**config.mk**
```make
export PLATFORM = sky130hd
export DESIGN_NAME = pdh_ctrl
export DESIGN_NICKNAME = d
export VERILOG_FILES = /design/src/rtl/pdh_pkg.sv /design/src/rtl/pdh_sync.sv /design/src/rtl/pdh_recover.sv /design/src/rtl/pdh_freeze.sv /design/src/rtl/pdh_idle.sv /design/src/rtl/pdh_ctrl.sv
export SDC_FILE = /design/constraint.sdc
export NUM_CORES = 1
export LEC_CHECK = 0
export ABC_AREA = 1
export BUFFER_PORTS_ARGS = -buffer_cell sky130_fd_sc_hd__buf_2
export CAP_MARGIN = 20
export CORE_MARGIN = 3
export CORE_UTILIZATION = 40
export CTS_CLUSTER_SIZE = 40
export DETAILED_ROUTE_END_ITERATION = 10
export HOLD_SLACK_MARGIN = 0.12
export SYNTH_ARGS = -nofsm -noshare
export SYNTH_HDL_FRONTEND = slang
export SYNTH_SLANG_ARGS = --single-unit
```
**constraint.sdc**
```tcl
create_clock -name clk -period 2 [get_ports clk]
set_input_delay 0.1 -clock clk [delete_from_list [all_inputs] [get_ports clk]]
set_output_delay 0.1 -clock clk [all_outputs]
set_load 0.01 [all_outputs]
```
**src/rtl/pdh_pkg.sv**
```systemverilog
package pdh_pkg;

  typedef enum logic [1:0] {
    PH_RUN     = 2'd0,
    PH_HOLD    = 2'd1,
    PH_RECOVER = 2'd2
  } pdh_phase_e;

  // Next value of the recovery counter: reload while the request is up,
  // otherwise count down to zero.
  function automatic logic [31:0] recov_step(input logic req,
                                             input logic [31:0] cnt,
                                             input logic [31:0] load);
    if (req)           return load;
    else if (cnt != 0) return cnt - 32'd1;
    else               return 32'd0;
  endfunction

  // Next value of the idle counter: clear on a change, saturate at limit.
  function automatic logic [31:0] idle_step(input logic chg,
                                            input logic [31:0] cnt,
                                            input logic [31:0] limit);
    if (chg)               return 32'd0;
    else if (cnt >= limit) return cnt;
    else                   return cnt + 32'd1;
  endfunction

  // Standby decision taken from the next idle count.
  function automatic logic idle_reached(input logic chg,
                                        input logic [31:0] nxt,
                                        input logic [31:0] limit);
    return !chg && (nxt == limit);
  endfunction

endpackage

```
**src/rtl/pdh_sync.sv**
```systemverilog
module pdh_sync #(
  parameter int STAGES = 2
) (
  input  logic clk,
  input  logic rst_n,
  input  logic d,
  output logic q
);
  logic [STAGES-1:0] chain;

  always_ff @(posedge clk or negedge rst_n) begin
    if (!rst_n) chain <= '0;
    else        chain <= STAGES'({chain, d});
  end

  assign q = chain[STAGES-1];
endmodule

```
**src/rtl/pdh_recover.sv**
```systemverilog
module pdh_recover
  import pdh_pkg::*;
#(
  parameter int RW = 8
) (
  input  logic          clk,
  input  logic          rst_n,
  input  logic          pd_req,
  input  logic [RW-1:0] recov_cycles,
  output logic          hold_act,
  output logic          out_valid,
  output logic [RW-1:0] cnt
);
  logic [RW-1:0] cnt_nx;
  pdh_phase_e    phase;

  assign cnt_nx = RW'(recov_step(pd_req, 32'(cnt), 32'(recov_cycles)));

  always_ff @(posedge clk or negedge rst_n) begin
    if (!rst_n) cnt <= '0;
    else        cnt <= cnt_nx;
  end

  always_comb begin
    if (pd_req)        phase = PH_HOLD;
    else if (cnt != 0) phase = PH_RECOVER;
    else               phase = PH_RUN;
  end

  assign hold_act  = (phase != PH_RUN);
  assign out_valid = (phase == PH_RUN);
endmodule

```
**src/rtl/pdh_freeze.sv**
```systemverilog
module pdh_freeze #(
  parameter int W = 8
) (
  input  logic         clk,
  input  logic         rst_n,
  input  logic         hold,
  input  logic [W-1:0] live,
  output logic [W-1:0] shown
);
  logic [W-1:0] cap;

  always_ff @(posedge clk or negedge rst_n) begin
    if (!rst_n)     cap <= '0;
    else if (!hold) cap <= live;
  end

  assign shown = hold ? cap : live;
endmodule

```
**src/rtl/pdh_idle.sv**
```systemverilog
module pdh_idle
  import pdh_pkg::*;
#(
  parameter int W  = 8,
  parameter int IW = 16
) (
  input  logic          clk,
  input  logic          rst_n,
  input  logic [W-1:0]  live,
  input  logic [IW-1:0] limit,
  output logic          standby,
  output logic          chg
);
  logic [W-1:0]  prev;
  logic [W-1:0]  diff;
  logic [IW-1:0] cnt;
  logic [IW-1:0] cnt_nx;

  for (genvar i = 0; i < W; i++) begin : g_diff
    assign diff[i] = live[i] ^ prev[i];
  end

  assign chg    = |diff;
  assign cnt_nx = IW'(idle_step(chg, 32'(cnt), 32'(limit)));

  always_ff @(posedge clk or negedge rst_n) begin
    if (!rst_n) begin
      prev    <= '0;
      cnt     <= '0;
      standby <= 1'b0;
    end else begin
      prev    <= live;
      cnt     <= cnt_nx;
      standby <= idle_reached(chg, 32'(cnt_nx), 32'(limit));
    end
  end
endmodule

```
**src/rtl/pdh_ctrl.sv**
```systemverilog
module pdh_ctrl
  import pdh_pkg::*;
#(
  parameter int N_IN        = 8,
  parameter int N_OUT       = 8,
  parameter int RECOV_W     = 8,
  parameter int IDLE_W      = 16,
  parameter int SYNC_STAGES = 2
) (
  input  logic               clk,
  input  logic               rst_n,
  input  logic               pd_feature_en,
  input  logic               pd_pin,
  input  logic [N_IN-1:0]    pin_in,
  input  logic [N_OUT-1:0]   core_dout,
  input  logic [N_OUT-1:0]   core_oe,
  input  logic [RECOV_W-1:0] recov_cycles,
  input  logic [IDLE_W-1:0]  idle_limit,
  output logic [N_IN-1:0]    core_in,
  output logic               core_pd_in,
  output logic [N_OUT-1:0]   pad_dout,
  output logic [N_OUT-1:0]   pad_oe,
  output logic               out_valid,
  output logic               standby
);
  // Named internal events, visible to the bound checker
  logic               pd_sync;
  logic               pd_req;
  logic               hold_act;
  logic               in_chg;
  logic [RECOV_W-1:0] rec_cnt;

  pdh_sync #(.STAGES(SYNC_STAGES)) u_sync (
    .clk(clk), .rst_n(rst_n), .d(pd_pin), .q(pd_sync)
  );

  assign pd_req     = pd_feature_en & pd_sync;
  assign core_pd_in = pd_feature_en ? 1'b0 : pd_pin;

  pdh_recover #(.RW(RECOV_W)) u_rec (
    .clk(clk), .rst_n(rst_n), .pd_req(pd_req), .recov_cycles(recov_cycles),
    .hold_act(hold_act), .out_valid(out_valid), .cnt(rec_cnt)
  );

  pdh_freeze #(.W(N_IN)) u_frz_in (
    .clk(clk), .rst_n(rst_n), .hold(hold_act), .live(pin_in), .shown(core_in)
  );

  pdh_freeze #(.W(N_OUT)) u_frz_dout (
    .clk(clk), .rst_n(rst_n), .hold(hold_act), .live(core_dout), .shown(pad_dout)
  );

  pdh_freeze #(.W(N_OUT)) u_frz_oe (
    .clk(clk), .rst_n(rst_n), .hold(hold_act), .live(core_oe), .shown(pad_oe)
  );

  pdh_idle #(.W(N_IN), .IW(IDLE_W)) u_idle (
    .clk(clk), .rst_n(rst_n), .live(pin_in), .limit(idle_limit),
    .standby(standby), .chg(in_chg)
  );
endmodule

```
==> impl_metrics.sql <==
INSERT INTO impl_metrics (metric_group, metric, value, unit) VALUES
('sta', 'fin_ws', '-0.3541', 'ns'),
('logic_synthesis', 'netlist_area_before_placement', '0.003550', 'mm2'),
('floorplan', 'ioPinCount', '79', ''),
('sta', 'hold_violations', '0', ''),
('sta', 'period_utilisation_layout', '117.7', '%'),
('setup_path', 'cp-endpoint', 'pad_dout[4]', ''),
('global_routing', 'number_of_antenna_violations_at_the_first_check_in_global_routing', '0', ''),
('routing', 'postRouteWirelength', '12860', 'um'),
('cts', 'root_buffer', 'sky130_fd_sc_hd__clkbuf_8', ''),
('floorplan', 'core_area', '0.008423', 'mm2'),
('sta', 'final_setup_tns', '-6.475', 'ns'),
('cells_and_area', 'final_cells', '822', ''),
('global_routing', 'grt_first_pass_wirelength', '17620', 'um'),
('cells_and_area', 'post-route-util', '74.02', '%'),
('floorplan', 'total_die_area', '0.01004', 'mm2'),
('status', 'failed_checks', 'negative setup slack', ''),
('setup_path', 'maximum_fanout_along_the_worst_path', '6', ''),
('logic_synthesis', 'synth.yosys.seq_area_share', '41.59', '%'),
('routing', 'remaining_drc_errors', '0', ''),
('setup_path', 'ff2ff_path_depth', '14', ''),
('cells_and_area', 'flow.area_growth_from_synthesis', '75.64', '%'),
('global_routing', 'grt_busiest_layer', 'met2', ''),
('setup_path', 'category_of_the_most_critical_setup_path', 'reg2out', ''),
('setup_path', 'timing.critical_path.cells', 'inv_2 -> ha_4 -> nand2_4 -> nor3_4 -> inv_1 -> nor3_2 -> nand2_2 -> inv_4 -> buf_12 -> nand2_1 -> nand2_4 -> buf_6', ''),
('routing', 'firstDrtPassIters', '4', ''),
('min_path', 'min_path_type', 'in2reg', ''),
('setup_path', 'critical_path.reg2reg.startpoint', 'u_idle.cnt[7]$_DFF_PN0_', ''),
('setup_path', 'critical_path.endpoint_type', 'output pin', ''),
('cts', 'cts.sink_count', '59', ''),
('setup_path', 'critical_path.most_common_cell', 'sky130_fd_sc_hd__nand2_4', ''),
('cells_and_area', 'drive_above_1_share', '42.40', '%'),
('setup_path', 'critPathSlowestCell', 'sky130_fd_sc_hd__dfrtp_1', ''),
('floorplan', 'initial_utilization', '42.14', '%'),
('sta', 'grt_setup_unrepaired', 'yes', ''),
('global_routing', 'grt_start_max_net_pins', '60', ''),
('sta', 'finalSetupViolCount', '26', ''),
('global_routing', 'grt.met1_usage', '26.61', '%'),
('routing', 'drt-initial-drc-count', '114', ''),
('routing', 'routedWlPerCell', '15.65', 'um'),
('cts', 'max-clock-path-buffers', '2', ''),
('run', 'max_cap_viol_count', '0', ''),
('power_and_ir_drop', 'vdd.ir_drop.worst', '0.8379', 'mV'),
('power_and_ir_drop', 'p_per_area', '875.4', 'mW/mm2'),
('logic_synthesis', 'netlist-cell-type-count', '30', ''),
('routing', 'vias', '4082', ''),
('cells_and_area', 'fin_nets', '783', ''),
('global_routing', 'grt_overflow_total', '0', ''),
('sta', 'finalWorstPathRequiredPeriod', '2.354', 'ns'),
('placed_design', 'numPlacedInstances', '738', ''),
('sta', 'timing.slew.headroom', '74.70', '%'),
('cts', 'cts_tree', 'yes', ''),
('setup_path', 'ff2ff_setup_slack', '-0.26', 'ns'),
('power_and_ir_drop', 'finalPower', '5458', 'uW'),
('placed_design', 'place.port_buffers', '78', ''),
('logic_synthesis', 'ys_ff_latch', '59', ''),
('setup_path', 'slowest_delay', '0.41', 'ns'),
('cts', 'clk_pin_slew_worst_paths', '0.07', 'ns'),
('cells_and_area', 'leading_cell_type_in_the_layout_fill_and_taps_excluded', 'sky130_fd_sc_hd__nand2_1', ''),
('cts', 'clk_latency', '0.35', 'ns'),
('routing', 'post_drt_via_cell_ratio', '4.966', ''),
('setup_path', 'cp_data_arrival_time', '2.25', 'ns'),
('min_path', 'worst_hold_path.num_cells', '3', ''),
('floorplan', 'fp.dieW', '100.2', 'um'),
('logic_synthesis', 'synthCells', '492', ''),
('status', 'outcome', 'finished with violations', ''),
('routing', 'antenna_left', '0', ''),
('logic_synthesis', 'synth.net_count', '562', ''),
('global_routing', 'grtUsageMet2', '38.28', '%'),
('cts', 'cts_htree_levels', '3', ''),
('sta', 'max_slew.worst_pin.slew', '0.3766', 'ns'),
('setup_path', 'worstSetupStartpoint', 'u_rec.cnt[0]$_DFF_PN0_', '');
==> routing by layer <==
metal	vias to the layer above	part of all wire, %
met5	-	0
met3	29	5.5
met1	1941	40
li1	1983	-
met4	0	2.3
met2	129	52
==> synthesized netlist by cell type <==
master                     number  area (um2)
sky130_fd_sc_hd__nand2_1      173       649.4
sky130_fd_sc_hd__inv_1         71       266.5
sky130_fd_sc_hd__dfrtp_1       59        1476
sky130_fd_sc_hd__nand3_1       48       240.2
sky130_fd_sc_hd__nor2_1        31       116.4
sky130_fd_sc_hd__ha_1          18       225.2
sky130_fd_sc_hd__nand4_1       16       100.1
sky130_fd_sc_hd__o21ai_0       15       75.07
sky130_fd_sc_hd__xor2_1        10       87.58
sky130_fd_sc_hd__a21oi_1        8       40.04
sky130_fd_sc_hd__nor3_1         7       35.03
sky130_fd_sc_hd__buf_2          5       25.02
sky130_fd_sc_hd__clkbuf_1       5       18.77
sky130_fd_sc_hd__inv_2          3       11.26
sky130_fd_sc_hd__nor2_2         3       18.77
sky130_fd_sc_hd__or2_2          3       18.77
sky130_fd_sc_hd__xnor2_1        3       26.28
sky130_fd_sc_hd__nand2_2        2       12.51
sky130_fd_sc_hd__a21boi_0       1       7.510
sky130_fd_sc_hd__a21o_1         1       7.510
sky130_fd_sc_hd__and3_1         1       6.260
sky130_fd_sc_hd__buf_4          1       7.510
sky130_fd_sc_hd__nand3_4        1       17.52
sky130_fd_sc_hd__nand3b_1       1       7.510
sky130_fd_sc_hd__nor2_4         1       11.26
sky130_fd_sc_hd__nor3_4         1       16.27
sky130_fd_sc_hd__o21ai_1        1       5.000
sky130_fd_sc_hd__o21bai_1       1       7.510
sky130_fd_sc_hd__or2_0          1       6.260
sky130_fd_sc_hd__or2_1          1       6.260
==> worst min-delay path by stage <==
stage,startpoint,to
floorplan,rst_n,u_frz_dout.cap[0]$_DFF_PN0_
global placement,rst_n,u_idle.cnt[6]$_DFF_PN0_
detailed placement,rst_n,u_idle.cnt[6]$_DFF_PN0_
CTS,pd_feature_en,u_rec.cnt[1]$_DFF_PN0_
global route,pd_feature_en,u_rec.cnt[6]$_DFF_PN0_
finish,pd_feature_en,u_rec.cnt[6]$_DFF_PN0_
==> metrics by stage <==
| step | setup slack [ns] | cell area [um2] |
|---|---|---|
| after floorplan | 0.01365 | 3552 |
| after global placement | -0.2931 | 4613 |
| after detailed placement | -0.3839 | 4613 |
| after CTS | -0.2673 | 5441 |
| after global routing | -0.4671 | 6235 |
| final | -0.3541 | 6235 |
==> flip-flops by register name, indices dropped and copies added, names as in the netlist <==
register and flops:
u_frz_dout.cap 8, u_frz_in.cap 8, u_frz_oe.cap 8, u_idle.cnt 16, u_idle.prev 8, u_idle.standby 1
u_rec.cnt 8, u_sync.chain 2
==> layout make-up <==
cell class	count	area (um2)
Timing Repair Buffer	221	1872
Tap cell	105	131.4
Multi-Input combinational cell	348	2268
Clock inverter	4	50.05
Clock buffer	11	151.4
Inverter	74	285.3
Fill cell	592	2188
Sequential cell	59	1476
==> repair_timing <==
item	in CTS	in global routing
setup endpoints to repair	44	45
hold buffers	35	0
setup buffers	16	20
cloned	1	3
hold endpoints to repair	100	0
pin swaps	8	33
resized for setup	40	156
==> logic make-up (layout without fill, tap and decap cells) <==
group / after synthesis / in the layout / synth area share [%]
and+or+nand+nor: 290 / 290 / 35.57
buffers and inverters: 85 / 310 / 9.270
DFF: 59 / 59 / 41.59
AOI/OAI and AO/OA: 27 / 27 / 4.018
adders and majority gates: 18 / 18 / 6.345
xor gates and xnor gates: 13 / 13 / 3.208
==> power by group <==
| part | leakage [uW] | switching, uW | total (uW) | internal, uW |
|---|---|---|---|---|
| Sequential | 0.000742 | 274 | 1790 | 1520 |
| Combinational | 0.00245 | 1150 | 2510 | 1360 |
| Clock | 0.0000974 | 517 | 1150 | 634 |
| Total | 0.00329 | 1940 | 5460 | 3520 |
==> worst max-delay path: cells and delay by family (launching register included) <==
family        cells  cell delay, ns
fa+ha+maj         1            0.15
buf+inv           5            0.56
simple gates      6            0.81
flops             1            0.41
No activity file was read; power rests on OpenSTA's default activity.
